`src/rtl/dma_chan_pkg.sv`:
```
`timescale 1ns/1ps
// Shared constants and the page-port decode for the DMA channel register file.
// Assumes a fixed four-channel controller.
package dma_chan_pkg;

    localparam int CH_NUM = 4;
    localparam int CH_W   = 2;

    typedef struct packed {
        logic            hit;
        logic [CH_W-1:0] ch;
    } page_map_t;

    // Map a sparse page port offset onto a channel number.
    function automatic page_map_t page_decode(input logic [2:0] off);
        page_map_t m;
        m.hit = 1'b1;
        m.ch  = '0;
        case (off)
            3'd1:    m.ch = 2'd2;
            3'd2:    m.ch = 2'd3;
            3'd3:    m.ch = 2'd1;
            3'd7:    m.ch = 2'd0;
            default: m.hit = 1'b0;
        endcase
        return m;
    endfunction

endpackage

```
`src/rtl/dma_ptr_ff.sv`:
```
`timescale 1ns/1ps
// Byte-pointer toggle shared by all channel-register accesses.
// Assumes 'access' is already qualified to the in-range channel slots.
// Clear wins over the toggle.
module dma_ptr_ff (
    input  logic clk,
    input  logic rst_n,
    input  logic access,
    input  logic clear,
    output logic ptr
);

    // Flip on every access, return to the low byte on clear or reset.
    always_ff @(posedge clk) begin
        if (!rst_n)      ptr <= 1'b0;
        else if (clear)  ptr <= 1'b0;
        else if (access) ptr <= ~ptr;
    end

    assert_ptr_toggle_R3: assert property (@(posedge clk) disable iff (!rst_n)
        (access && !clear) |=> (ptr != $past(ptr)));

    assert_ptr_hold_R3: assert property (@(posedge clk) disable iff (!rst_n)
        (!access && !clear) |=> $stable(ptr));

    assert_ptr_clear_R4: assert property (@(posedge clk) disable iff (!rst_n)
        clear |=> !ptr);

endmodule

```
`src/rtl/dma_chan_slot.sv`:
```
`timescale 1ns/1ps
// State of one channel: the base address and base count, the current address
// and the progress count. Also computes the live address and count readback
// values. Assumes 'wr_en' is already qualified to this channel.
module dma_chan_slot #(
    parameter int DSHIFT = 0
) (
    input  logic                 clk,
    input  logic                 rst_n,
    input  logic                 wr_en,
    input  logic                 sel,
    input  logic                 hi,
    input  logic [7:0]           wdata,
    input  logic                 prog_we,
    input  logic [16+DSHIFT-1:0] prog_in,
    input  logic                 dec,
    output logic [15:0]          base_cnt,
    output logic [16+DSHIFT-1:0] cur_addr,
    output logic [17+DSHIFT-1:0] addr_val,
    output logic [17+DSHIFT-1:0] cnt_val
);

    localparam int AW = 16 + DSHIFT;
    localparam int VW = 17 + DSHIFT;

    logic [15:0]   base_addr;
    logic [15:0]   nxt_base_addr;
    logic [15:0]   nxt_base_cnt;
    logic [AW-1:0] prog;
    logic          reload;

    assign reload = wr_en && hi;

    // Next base values with the written byte merged into the selected register.
    always_comb begin
        nxt_base_addr = base_addr;
        nxt_base_cnt  = base_cnt;
        if (wr_en && !sel) begin
            if (hi) nxt_base_addr[15:8] = wdata;
            else    nxt_base_addr[7:0]  = wdata;
        end
        if (wr_en && sel) begin
            if (hi) nxt_base_cnt[15:8] = wdata;
            else    nxt_base_cnt[7:0]  = wdata;
        end
    end

    // Base registers take the merged byte.
    always_ff @(posedge clk) begin
        if (!rst_n) begin
            base_addr <= '0;
            base_cnt  <= '0;
        end else begin
            base_addr <= nxt_base_addr;
            base_cnt  <= nxt_base_cnt;
        end
    end

    // Current address reloads from the new base on a high-byte write.
    always_ff @(posedge clk) begin
        if (!rst_n)      cur_addr <= '0;
        else if (reload) cur_addr <= AW'(nxt_base_addr) << DSHIFT;
    end

    // Progress clears on reload, otherwise follows the engine while granted.
    always_ff @(posedge clk) begin
        if (!rst_n)       prog <= '0;
        else if (reload)  prog <= '0;
        else if (prog_we) prog <= prog_in;
    end

    // Live readback values.
    always_comb begin
        addr_val = dec ? (VW'(cur_addr) - VW'(prog)) : (VW'(cur_addr) + VW'(prog));
        cnt_val  = (VW'(base_cnt) << DSHIFT) - VW'(prog);
    end

    assert_low_write_R5: assert property (@(posedge clk) disable iff (!rst_n)
        (wr_en && !hi && !sel) |=>
            (base_addr[15:8] == $past(base_addr[15:8])) && (base_addr[7:0] == $past(wdata)));

    assert_high_write_R5: assert property (@(posedge clk) disable iff (!rst_n)
        (wr_en && hi && sel) |=>
            (base_cnt[7:0] == $past(base_cnt[7:0])) && (base_cnt[15:8] == $past(wdata)));

    assert_reload_R6: assert property (@(posedge clk) disable iff (!rst_n)
        reload |=> (prog == '0) && (cur_addr == (AW'(base_addr) << DSHIFT)));

    assert_prog_hold_R9: assert property (@(posedge clk) disable iff (!rst_n)
        (!prog_we && !reload) |=> $stable(prog));

endmodule

```
`src/rtl/dma_page_bank.sv`:
```
`timescale 1ns/1ps
// Page and upper-page bytes for each channel, reached through sparse offsets.
// Unmapped offsets ignore writes and read as zero. The upper bank exists only
// when HIGH_PAGE_EN is set.
module dma_page_bank
    import dma_chan_pkg::*;
#(
    parameter bit HIGH_PAGE_EN = 1'b1
) (
    input  logic                   clk,
    input  logic                   rst_n,
    input  logic                   pg_wr,
    input  logic                   pg_hi,
    input  logic [2:0]             pg_off,
    input  logic [7:0]             wdata,
    output logic [7:0]             pg_rdata,
    output logic [CH_NUM-1:0][7:0] page_q,
    output logic [CH_NUM-1:0][7:0] hpage_q
);

    page_map_t m;
    assign m = page_decode(pg_off);

    // Low page bytes.
    always_ff @(posedge clk) begin
        if (!rst_n)                    page_q       <= '0;
        else if (pg_wr && m.hit && !pg_hi) page_q[m.ch] <= wdata;
    end

    generate
        if (HIGH_PAGE_EN) begin : g_hpage
            // Upper page bytes.
            always_ff @(posedge clk) begin
                if (!rst_n)                        hpage_q       <= '0;
                else if (pg_wr && m.hit && pg_hi)  hpage_q[m.ch] <= wdata;
            end
        end else begin : g_no_hpage
            assign hpage_q = '0;
        end
    endgenerate

    // Readback of the addressed byte, zero for unmapped offsets.
    always_comb begin
        if (!m.hit)     pg_rdata = 8'h00;
        else if (pg_hi) pg_rdata = hpage_q[m.ch];
        else            pg_rdata = page_q[m.ch];
    end

    assert_page_ignore_R10: assert property (@(posedge clk) disable iff (!rst_n)
        (pg_wr && !m.hit) |=> ($stable(page_q) && $stable(hpage_q)));

endmodule

```
`src/rtl/dma_chan_regs.sv`:
```
`timescale 1ns/1ps
// Channel address/count register file of a four-channel DMA controller.
// Decodes byte accesses from the port, steers them through the shared byte
// pointer, and presents readback, the physical address and the length of the
// granted channel. Mode, mask and arbitration live in the parent controller.
module dma_chan_regs
    import dma_chan_pkg::*;
#(
    parameter int DSHIFT       = 0,
    parameter bit HIGH_PAGE_EN = 1'b1
) (
    input  logic                 clk,
    input  logic                 rst_n,
    input  logic [4+DSHIFT-1:0]  io_addr,
    input  logic                 chan_wr,
    input  logic                 chan_rd,
    input  logic [7:0]           wdata,
    output logic [7:0]           chan_rdata,
    input  logic                 clear_ff,
    input  logic                 pg_wr,
    input  logic                 pg_hi,
    input  logic [2:0]           pg_off,
    output logic [7:0]           pg_rdata,
    input  logic [CH_NUM-1:0]    mode_dec,
    input  logic                 grant_valid,
    input  logic [CH_W-1:0]      grant_ch,
    input  logic [16+DSHIFT-1:0] prog_in,
    output logic [30:0]          phys_addr,
    output logic [17+DSHIFT-1:0] xfer_len
);

    localparam int AW = 16 + DSHIFT;
    localparam int VW = 17 + DSHIFT;

    logic [3:0]                idx;
    logic                      in_range;
    logic [CH_W-1:0]           sel_ch;
    logic                      sel_reg;
    logic                      ptr;
    logic [CH_NUM-1:0][15:0]   base_cnt;
    logic [CH_NUM-1:0][AW-1:0] cur_addr;
    logic [CH_NUM-1:0][VW-1:0] addr_val;
    logic [CH_NUM-1:0][VW-1:0] cnt_val;
    logic [CH_NUM-1:0][7:0]    page_q;
    logic [CH_NUM-1:0][7:0]    hpage_q;
    logic [VW-1:0]             sel_val;
    logic [VW-1:0]             shifted;

    // Slot decode of the port address.
    assign idx      = io_addr[DSHIFT +: 4];
    assign in_range = !idx[3];
    assign sel_ch   = idx[2:1];
    assign sel_reg  = idx[0];

    dma_ptr_ff u_ptr (
        .clk    (clk),
        .rst_n  (rst_n),
        .access ((chan_wr || chan_rd) && in_range),
        .clear  (clear_ff),
        .ptr    (ptr)
    );

    generate
        for (genvar i = 0; i < CH_NUM; i++) begin : g_ch
            dma_chan_slot #(.DSHIFT(DSHIFT)) u_slot (
                .clk      (clk),
                .rst_n    (rst_n),
                .wr_en    (chan_wr && in_range && (sel_ch == CH_W'(i))),
                .sel      (sel_reg),
                .hi       (ptr),
                .wdata    (wdata),
                .prog_we  (grant_valid && (grant_ch == CH_W'(i))),
                .prog_in  (prog_in),
                .dec      (mode_dec[i]),
                .base_cnt (base_cnt[i]),
                .cur_addr (cur_addr[i]),
                .addr_val (addr_val[i]),
                .cnt_val  (cnt_val[i])
            );
        end
    endgenerate

    dma_page_bank #(.HIGH_PAGE_EN(HIGH_PAGE_EN)) u_page (
        .clk      (clk),
        .rst_n    (rst_n),
        .pg_wr    (pg_wr),
        .pg_hi    (pg_hi),
        .pg_off   (pg_off),
        .wdata    (wdata),
        .pg_rdata (pg_rdata),
        .page_q   (page_q),
        .hpage_q  (hpage_q)
    );

    // Byte selection of the addressed readback value.
    always_comb begin
        sel_val    = sel_reg ? cnt_val[sel_ch] : addr_val[sel_ch];
        shifted    = ptr ? (sel_val >> (DSHIFT + 8)) : (sel_val >> DSHIFT);
        chan_rdata = in_range ? shifted[7:0] : 8'h00;
    end

    // Transfer address and length of the granted channel.
    always_comb begin
        phys_addr = {hpage_q[grant_ch][6:0], page_q[grant_ch], cur_addr[grant_ch][15:0]};
        xfer_len  = (VW'(base_cnt[grant_ch]) + VW'(1)) << DSHIFT;
    end

    assert_oor_ptr_R2: assert property (@(posedge clk) disable iff (!rst_n)
        ((chan_wr || chan_rd) && !in_range && !clear_ff) |=> $stable(ptr));

    assert_oor_regs_R2: assert property (@(posedge clk) disable iff (!rst_n)
        (chan_wr && !in_range) |=> ($stable(base_cnt) && $stable(cur_addr)));

endmodule

```
`config.mk`:
```
export PLATFORM = sky130hd
export DESIGN_NAME = dma_chan_regs
export DESIGN_NICKNAME = d
export VERILOG_FILES = /design/src/rtl/dma_chan_pkg.sv /design/src/rtl/dma_ptr_ff.sv /design/src/rtl/dma_chan_slot.sv /design/src/rtl/dma_page_bank.sv /design/src/rtl/dma_chan_regs.sv
export SDC_FILE = /design/constraint.sdc
export NUM_CORES = 1
export LEC_CHECK = 0
export CAP_MARGIN = 15
export CELL_PAD_IN_SITES_DETAIL_PLACEMENT = 2
export CELL_PAD_IN_SITES_GLOBAL_PLACEMENT = 2
export CORE_MARGIN = 2
export CORE_UTILIZATION = 38
export DETAILED_ROUTE_END_ITERATION = 16
export PLACE_DENSITY_LB_ADDON = 0.1
export SETUP_SLACK_MARGIN = 0.3
export SKIP_LAST_GASP = 1
export SYNTH_ARGS = -nofsm -noshare
export SYNTH_HDL_FRONTEND = slang
export SYNTH_SLANG_ARGS = --single-unit
```
`constraint.sdc`:
```
create_clock -name clk -period 4.1 [get_ports clk]
set_input_delay 0.41 -clock clk [delete_from_list [all_inputs] [get_ports clk]]
set_output_delay 0.41 -clock clk [all_outputs]
set_load 0.02 [all_outputs]
```
==> impl_metrics.ini, run 1 <==
[route]
drt_iter0_drc = 2169
drt-pass1-iter-count = 6
wire_per_inst_um = 33.6
ant_nets = 0
routed_wl_um = 122000
viasPerCell = 6.38
drc = 0
num_vias = 23118

[layout]
final_cell_mix = buf_4, dfxtp_1, nand2_1, nor2b_1, a21oi_1
drive_above_1_share_pct = 25.8
layout.nets = 3021
area_delta_synth_final_pct = 33.5
final_util_pct = 51.1
instances_no_fill = 3626
final_common_cell = buf_4

[global_route]
first_global_vias = 24500
antenna_found_initial = 10
grt.total_usage_pct = 39.6
grt_pass1_wl_um = 167000
overflow = 0
grt_max_degree = 147

[setup_path]
arrival_ps = 4780
crit_path_end_kind = output pin
startpoint_type = register
crit_path_max_fanout = 3
path_class = register to output pin
crit_required_ps = 3690

[place]
post-place-cells = 3518
io_buffers = 108
gp_congestion = 1.02
post-dp-hpwl_um = 82200

[floorplanning]
dieWidth_um = 239
boundaryPins = 109
core_um2 = 55000
die_y_um = 239
start_util_pct = 38.3
rows = 86
dieArea_um2 = 57300

[status]
violations = setup timing
status = complete, but fails checks

[yosys]
synth-compound-area-share_pct = 20.6
synth_mux_area_share_pct = 11.2
synth_xor_area_share_pct = 6.73
synthAdderAreaFrac_pct = 8.18
netlist_instances = 2433
async_flop_share_pct = 0
ys_seq_area_share_pct = 30.5
synth-edff-count = 0
ys_ff_latch = 321
synth_top_family_by_area = compound AO/OA/AOI/OAI gates
yosysWarnings = 0
syn-cell-area_um2 = 21100
synth_fp_nets = 2611
yosysUniqueCellTypes = 77
synth_ff_type = dfxtp_1
yosys.area_share.simple_pct = 18.6
avgSynthCellArea_um2 = 8.66

[clock_network]
clk_path_buf_depth = 3
tritoncts = built
clk_pin_slew_worst_paths_ps = 60
ctsRootBufferMaster = clkbuf_16
hold_buffers = 0
insertion_delay_ps = 590
cts.htree.levels = 2
cts.sinks = 321
numCtsBuffers = 40

[pwr]
p_per_area_nw_per_um2 = 359
p_leak_nw = 11.0
irDropWorstVdd_v = 0.000276

[timing]
worstMarginPinSlew_ps = 946
drv_slew = 0
timing.fmax_mhz = 193
setup_ws_ps = -1090
final.period_utilization_pct = 127
slew_headroom_pct = 36.5
tns_ps = -6230
min_period_ps = 5190
clock_skew_ps = 30.6
rsz0062_at_grt = true
hold_viol = 0
setup_violations = 8

[worst_hold_path]
hold_path.class = input pin to register

[job]
drv_cap = 0
repair_timing:
item                                    4_1_cts  5_1_grt
resized for setup                           218       83
pin swaps                                    80       72
setup buffers                                15       16
endpoints found under the setup margin        8        8
layout make-up:
class | instances | area (µm²)
timing repair buffer | 500 | 4140
inverter | 94 | 358
tap | 748 | 936
antenna | 6 | 15.0
clock buffer | 51 | 1110
clock inverter | 20 | 259
fill | 5802 | 26900
sequential | 321 | 6450
multi-input combinational | 1886 | 14800
metal layers:
layer / up-vias / GRT usage, % / wire length (µm)
li1: 9636 / - / -
met1: 11789 / 47.9 / 46600
met2: 1194 / 64.7 / 55700
met4: 2 / 26.6 / 9800
met3: 497 / 6.45 / 9560
met5: - / 0 / 13
synth_stat cells (8+ instances only):
library cell / number / area, µm²
a21boi_0: 64 / 480
buf_2: 11 / 55.1
inv_1: 93 / 349
xor2_1: 46 / 403
a32oi_1: 32 / 280
o21bai_1: 10 / 75.1
nand3b_1: 10 / 75.1
nand3_1: 91 / 455
ha_1: 125 / 1560
a21oi_1: 146 / 731
or3_1: 10 / 62.6
mux4_2: 56 / 1260
fa_1: 8 / 160
mux2i_1: 103 / 1030
clkbuf_1: 116 / 435
a211oi_1: 23 / 173
o22a_1: 64 / 561
o21ai_1: 12 / 60.1
o21a_1: 28 / 210
and2_1: 10 / 62.6
xnor2_1: 116 / 1020
o21ai_0: 68 / 340
o31a_1: 10 / 87.6
a21o_1: 26 / 195
nor2_1: 120 / 450
nand4_1: 9 / 56.3
nor4_1: 11 / 68.8
nand2_1: 272 / 1020
a31oi_1: 27 / 169
nand2b_1: 19 / 119
o22ai_1: 36 / 225
and3_1: 20 / 125
nor2b_1: 148 / 926
nor3_1: 42 / 210
dfxtp_1: 321 / 6430
state kept, by name (all words and copies together) (netlist names):
| name | cells |
|---|---|
| g_ch.u_slot.base_addr | 64 |
| g_ch.u_slot.base_cnt | 64 |
| g_ch.u_slot.cur_addr | 64 |
| g_ch.u_slot.prog | 64 |
| u_page.hpage_q | 32 |
| u_page.page_q | 32 |
| u_ptr.ptr | 1 |
worst paths after layout:
| kind | slack [ps] | endpoint | startpoint | cells past startpoint |
|---|---|---|---|---|
| setup / recovery | -1090 | chan_rdata[7] | g_ch[1].u_slot.prog[0] | 17 |
| hold / removal | 430 | u_ptr.ptr | clear_ff | 2 |
| setup reg to reg | 920 | g_ch[3].u_slot.cur_addr[8] | u_ptr.ptr | 8 |
| hold reg to reg | 500 | g_ch[2].u_slot.base_cnt[8] | g_ch[2].u_slot.base_cnt[8] | 2 |
kinds of logic (layout without fill, tap and decap cells):
logic type               after synthesis  after routing
buffers and inverters                226            665
adder cells (fa/ha/maj)              133            133
multiplexers                         165            165
XOR/XNOR                             162            162
other                                  0              6
AO/OA/AOI/OAI                        626            626
AND/OR/NAND/NOR                      800            800
flip-flops                           321            321
where the power goes:
part	leakage, nW	total, mW	switching (mW)	internal, mW
Sequential	2.60	3.22	0.0556	3.16
Combinational	7.77	3.08	1.79	1.29
Clock	0.671	3.81	1.57	2.24
Total	11.0	10.1	3.41	6.69
stage by stage:
stage / hold slack, ps / area, µm² / worst slack (ps) / power [mW]
final: 427 / 28100 / -1090 / 10.1
after global routing: 415 / 28100 / -1050 / 10.3
after CTS: 427 / 27600 / -633 / 9.69
after detailed placement: 489 / 25300 / -1180 / 5.75
after global placement: 480 / 25300 / -1160 / 5.66
after floorplan: 446 / 21100 / 339 / 4.60
worst max-delay path, stage by stage (launching register included):
cell,delay (ps)
dfxtp_2,320
inv_2,80
buf_6,110
and4_4,290
nand2_1,190
o21ai_2,220
o21ai_0,190
xnor2_1,330
ha_1,330
o21ai_1,550
nand2b_1,270
a211o_1,360
and3_4,200
nor4_4,280
buf_4,180
a211oi_2,40
buf_4,160
buf_6,120
No activity file was read; power rests on OpenSTA's default activity.
==> run 2, diff against run 1 <==
CORE_UTILIZATION = 39   (was 38)
CTS_BUF_LIST = sky130_fd_sc_hd__clkbuf_8   (was unset)
==> run 2 against run 1 <==
Net effect: the flow still finishes with violations (setup timing); clock power down 9.2%; core utilization up 0.39 points; fmax up 2.0%; sequential share of layout area up 0.41 points; global-route usage up 1.2 points; count of clock-buffer cells in the layout up 23; clock skew up 12 ps; critical path depth up 2; register-to-register slack better by 140 ps; hold slack worse by 26 ps; sequential power about the same; power down 4.5%.
==> impl_metrics.ini, run 2 (synthesized netlist as in run 1, its figures left out) <==
[status]
status = complete, but fails checks
violations = setup timing

[setup_path]
startpoint_type = register
crit_required_ps = 3690
crit_path_cell_trace = inv_2 > buf_4 > and4_4 > nand2_2 > nor3_4 > a31oi_1 > xnor2_1 > ha_1 > buf_4 > a21oi_1 > o21ai_0 > a21oi_1 > xor2_1 > nand2_1 > a31oi_2 > buf_4 > a311oi_2 > buf_4 > buf_6
crit-reg2reg-launch = u_ptr.ptr
critPathBufInv = 6
arrival_ps = 4680
crit_path_max_fanout = 3
rrSetupSlack_ps = 1060
slowest_stage = ha_1
path_class = register to output pin
cp_common_cell = buf_4
crit_path_end_kind = output pin
timing.critical_path.max_delay_family = compound AO/OA/AOI/OAI gates
critPathMaxStageDelay_ps = 360
critPathLaunch = g_ch[0].u_slot.prog[1]

[route]
drt-pass1-iter-count = 7
wire_per_inst_um = 34.0
viasPerCell = 6.42
drt_iter0_drc = 1897
num_vias = 23097
ant_nets = 0
routed_wl_um = 122000
drc = 0

[floorplanning]
dieArea_um2 = 55900
die_y_um = 236
dieWidth_um = 236
start_util_pct = 39.3
rows = 85
core_um2 = 53600
boundaryPins = 109

[layout]
final_cell_mix = buf_4, dfxtp_1, nand2_1, nor2b_1, a21oi_1
final_util_pct = 51.5
final_common_cell = buf_4
area_delta_synth_final_pct = 31.1
fin_area_um2 = 27600
ff_latch_area_um2 = 6450
multi_input_area_um2 = 14700
fillerInstances = 5770
drive_above_1_share_pct = 25.3
instances_no_fill = 3595
layout.nets = 3034

[timing]
min_period_ps = 5090
clock_skew_ps = 42.8
worstMarginPinSlew_ps = 1210
setup_ws_ps = -992
slew_headroom_pct = 19.0
setup_violations = 8
final.period_utilization_pct = 124
drv_slew = 0
timing.fmax_mhz = 196
rsz0062_at_grt = true
tns_ps = -5970
hold_viol = 0

[global_route]
use_met3_pct = 6.79
grt_util_met1_pct = 50.0
grt_use_met2_pct = 66.7
first_global_vias = 24833
antenna_found_initial = 4
grt_max_degree = 201
overflow = 0
top_usage_layer = met2
grt_pass1_wl_um = 169000
grt.total_usage_pct = 40.8

[worst_hold_path]
hold_path.class = input pin to register
hp-start = clear_ff

[pwr]
switching_share_pct = 35.5
pwr-share-clk_pct = 35.9
finalPower_mw = 9.65
p_comb_share_pct = 30.8
irDropWorstVdd_v = 0.000243
p_per_area_nw_per_um2 = 350
p_leak_nw = 11.0
power.share.sequential_pct = 33.3
internal-power_mw = 6.23
p_sw_mw = 3.42

[clock_network]
ctsRootBufferMaster = clkbuf_8
numCtsBuffers = 59
tritoncts = built
clk_path_buf_depth = 3
clk_pin_slew_worst_paths_ps = 60
cts.sinks = 321
hold_buffers = 0
cts.htree.levels = 2
insertion_delay_ps = 730

[place]
post-place-cells = 3471
gp_congestion = 0.999
place_area_um2 = 25300
io_buffers = 108
post-dp-hpwl_um = 81500

[job]
drv_cap = 0
[run 2: what timing repair did]
item,CTS,global route
gates resized for setup,174,80
setup buffers,8,12
gates cloned,0,0
endpoints found under the setup margin,11,11
pin swaps,58,57
[run 2: power groups by stage]
stage          Combinational [mW]  Clock (mW)  Sequential (mW)
2_1_floorplan                1.34           0             3.26
3_3_place_gp                 2.41           0             3.27
3_5_place_dp                 2.49           0             3.28
4_1_cts                      2.66        3.42             3.21
5_1_grt                      3.06        3.60             3.22
6_report                     2.97        3.46             3.22
[run 2: final cells by class]
cell class	instances	share of cell area, %
clock buffers	74	3.69
multi-input cells	1886	53.1
diodes	2	0.0181
flip-flops and latches	321	23.4
repair buffers	494	14.6
clock inverters	28	0.816
well taps	696	3.15
inverters	94	1.32
[run 2: stage by stage]
step           setup WS, ps  hold slack [ps]
2_1_floorplan           339              446
3_3_place_gp          -1090              477
3_5_place_dp          -1070              483
4_1_cts                -612              366
5_1_grt                -988              393
6_report               -992              401
[run 2: worst register-to-register path, delay by kind of cell (launching register included)]
family	cells	cell delay (ps)
AOI/OAI and AO/OA	2	560
and+or+nand+nor	5	1870
DFF	1	490
[run 2: per-layer routing]
layer,share of wire [%],vias up
li1,-,9669
met5,0.017,-
met2,46,1182
met3,7.2,487
met4,8.2,4
met1,39,11755
[run 2: final timing paths]
| check | cells after the start | end |
|---|---|---|
| max | 19 | chan_rdata[6] |
| max reg2reg | 7 | g_ch[0].u_slot.cur_addr[9] |
| min | 2 | u_ptr.ptr |
| min reg2reg | 2 | g_ch[2].u_slot.base_cnt[6] |
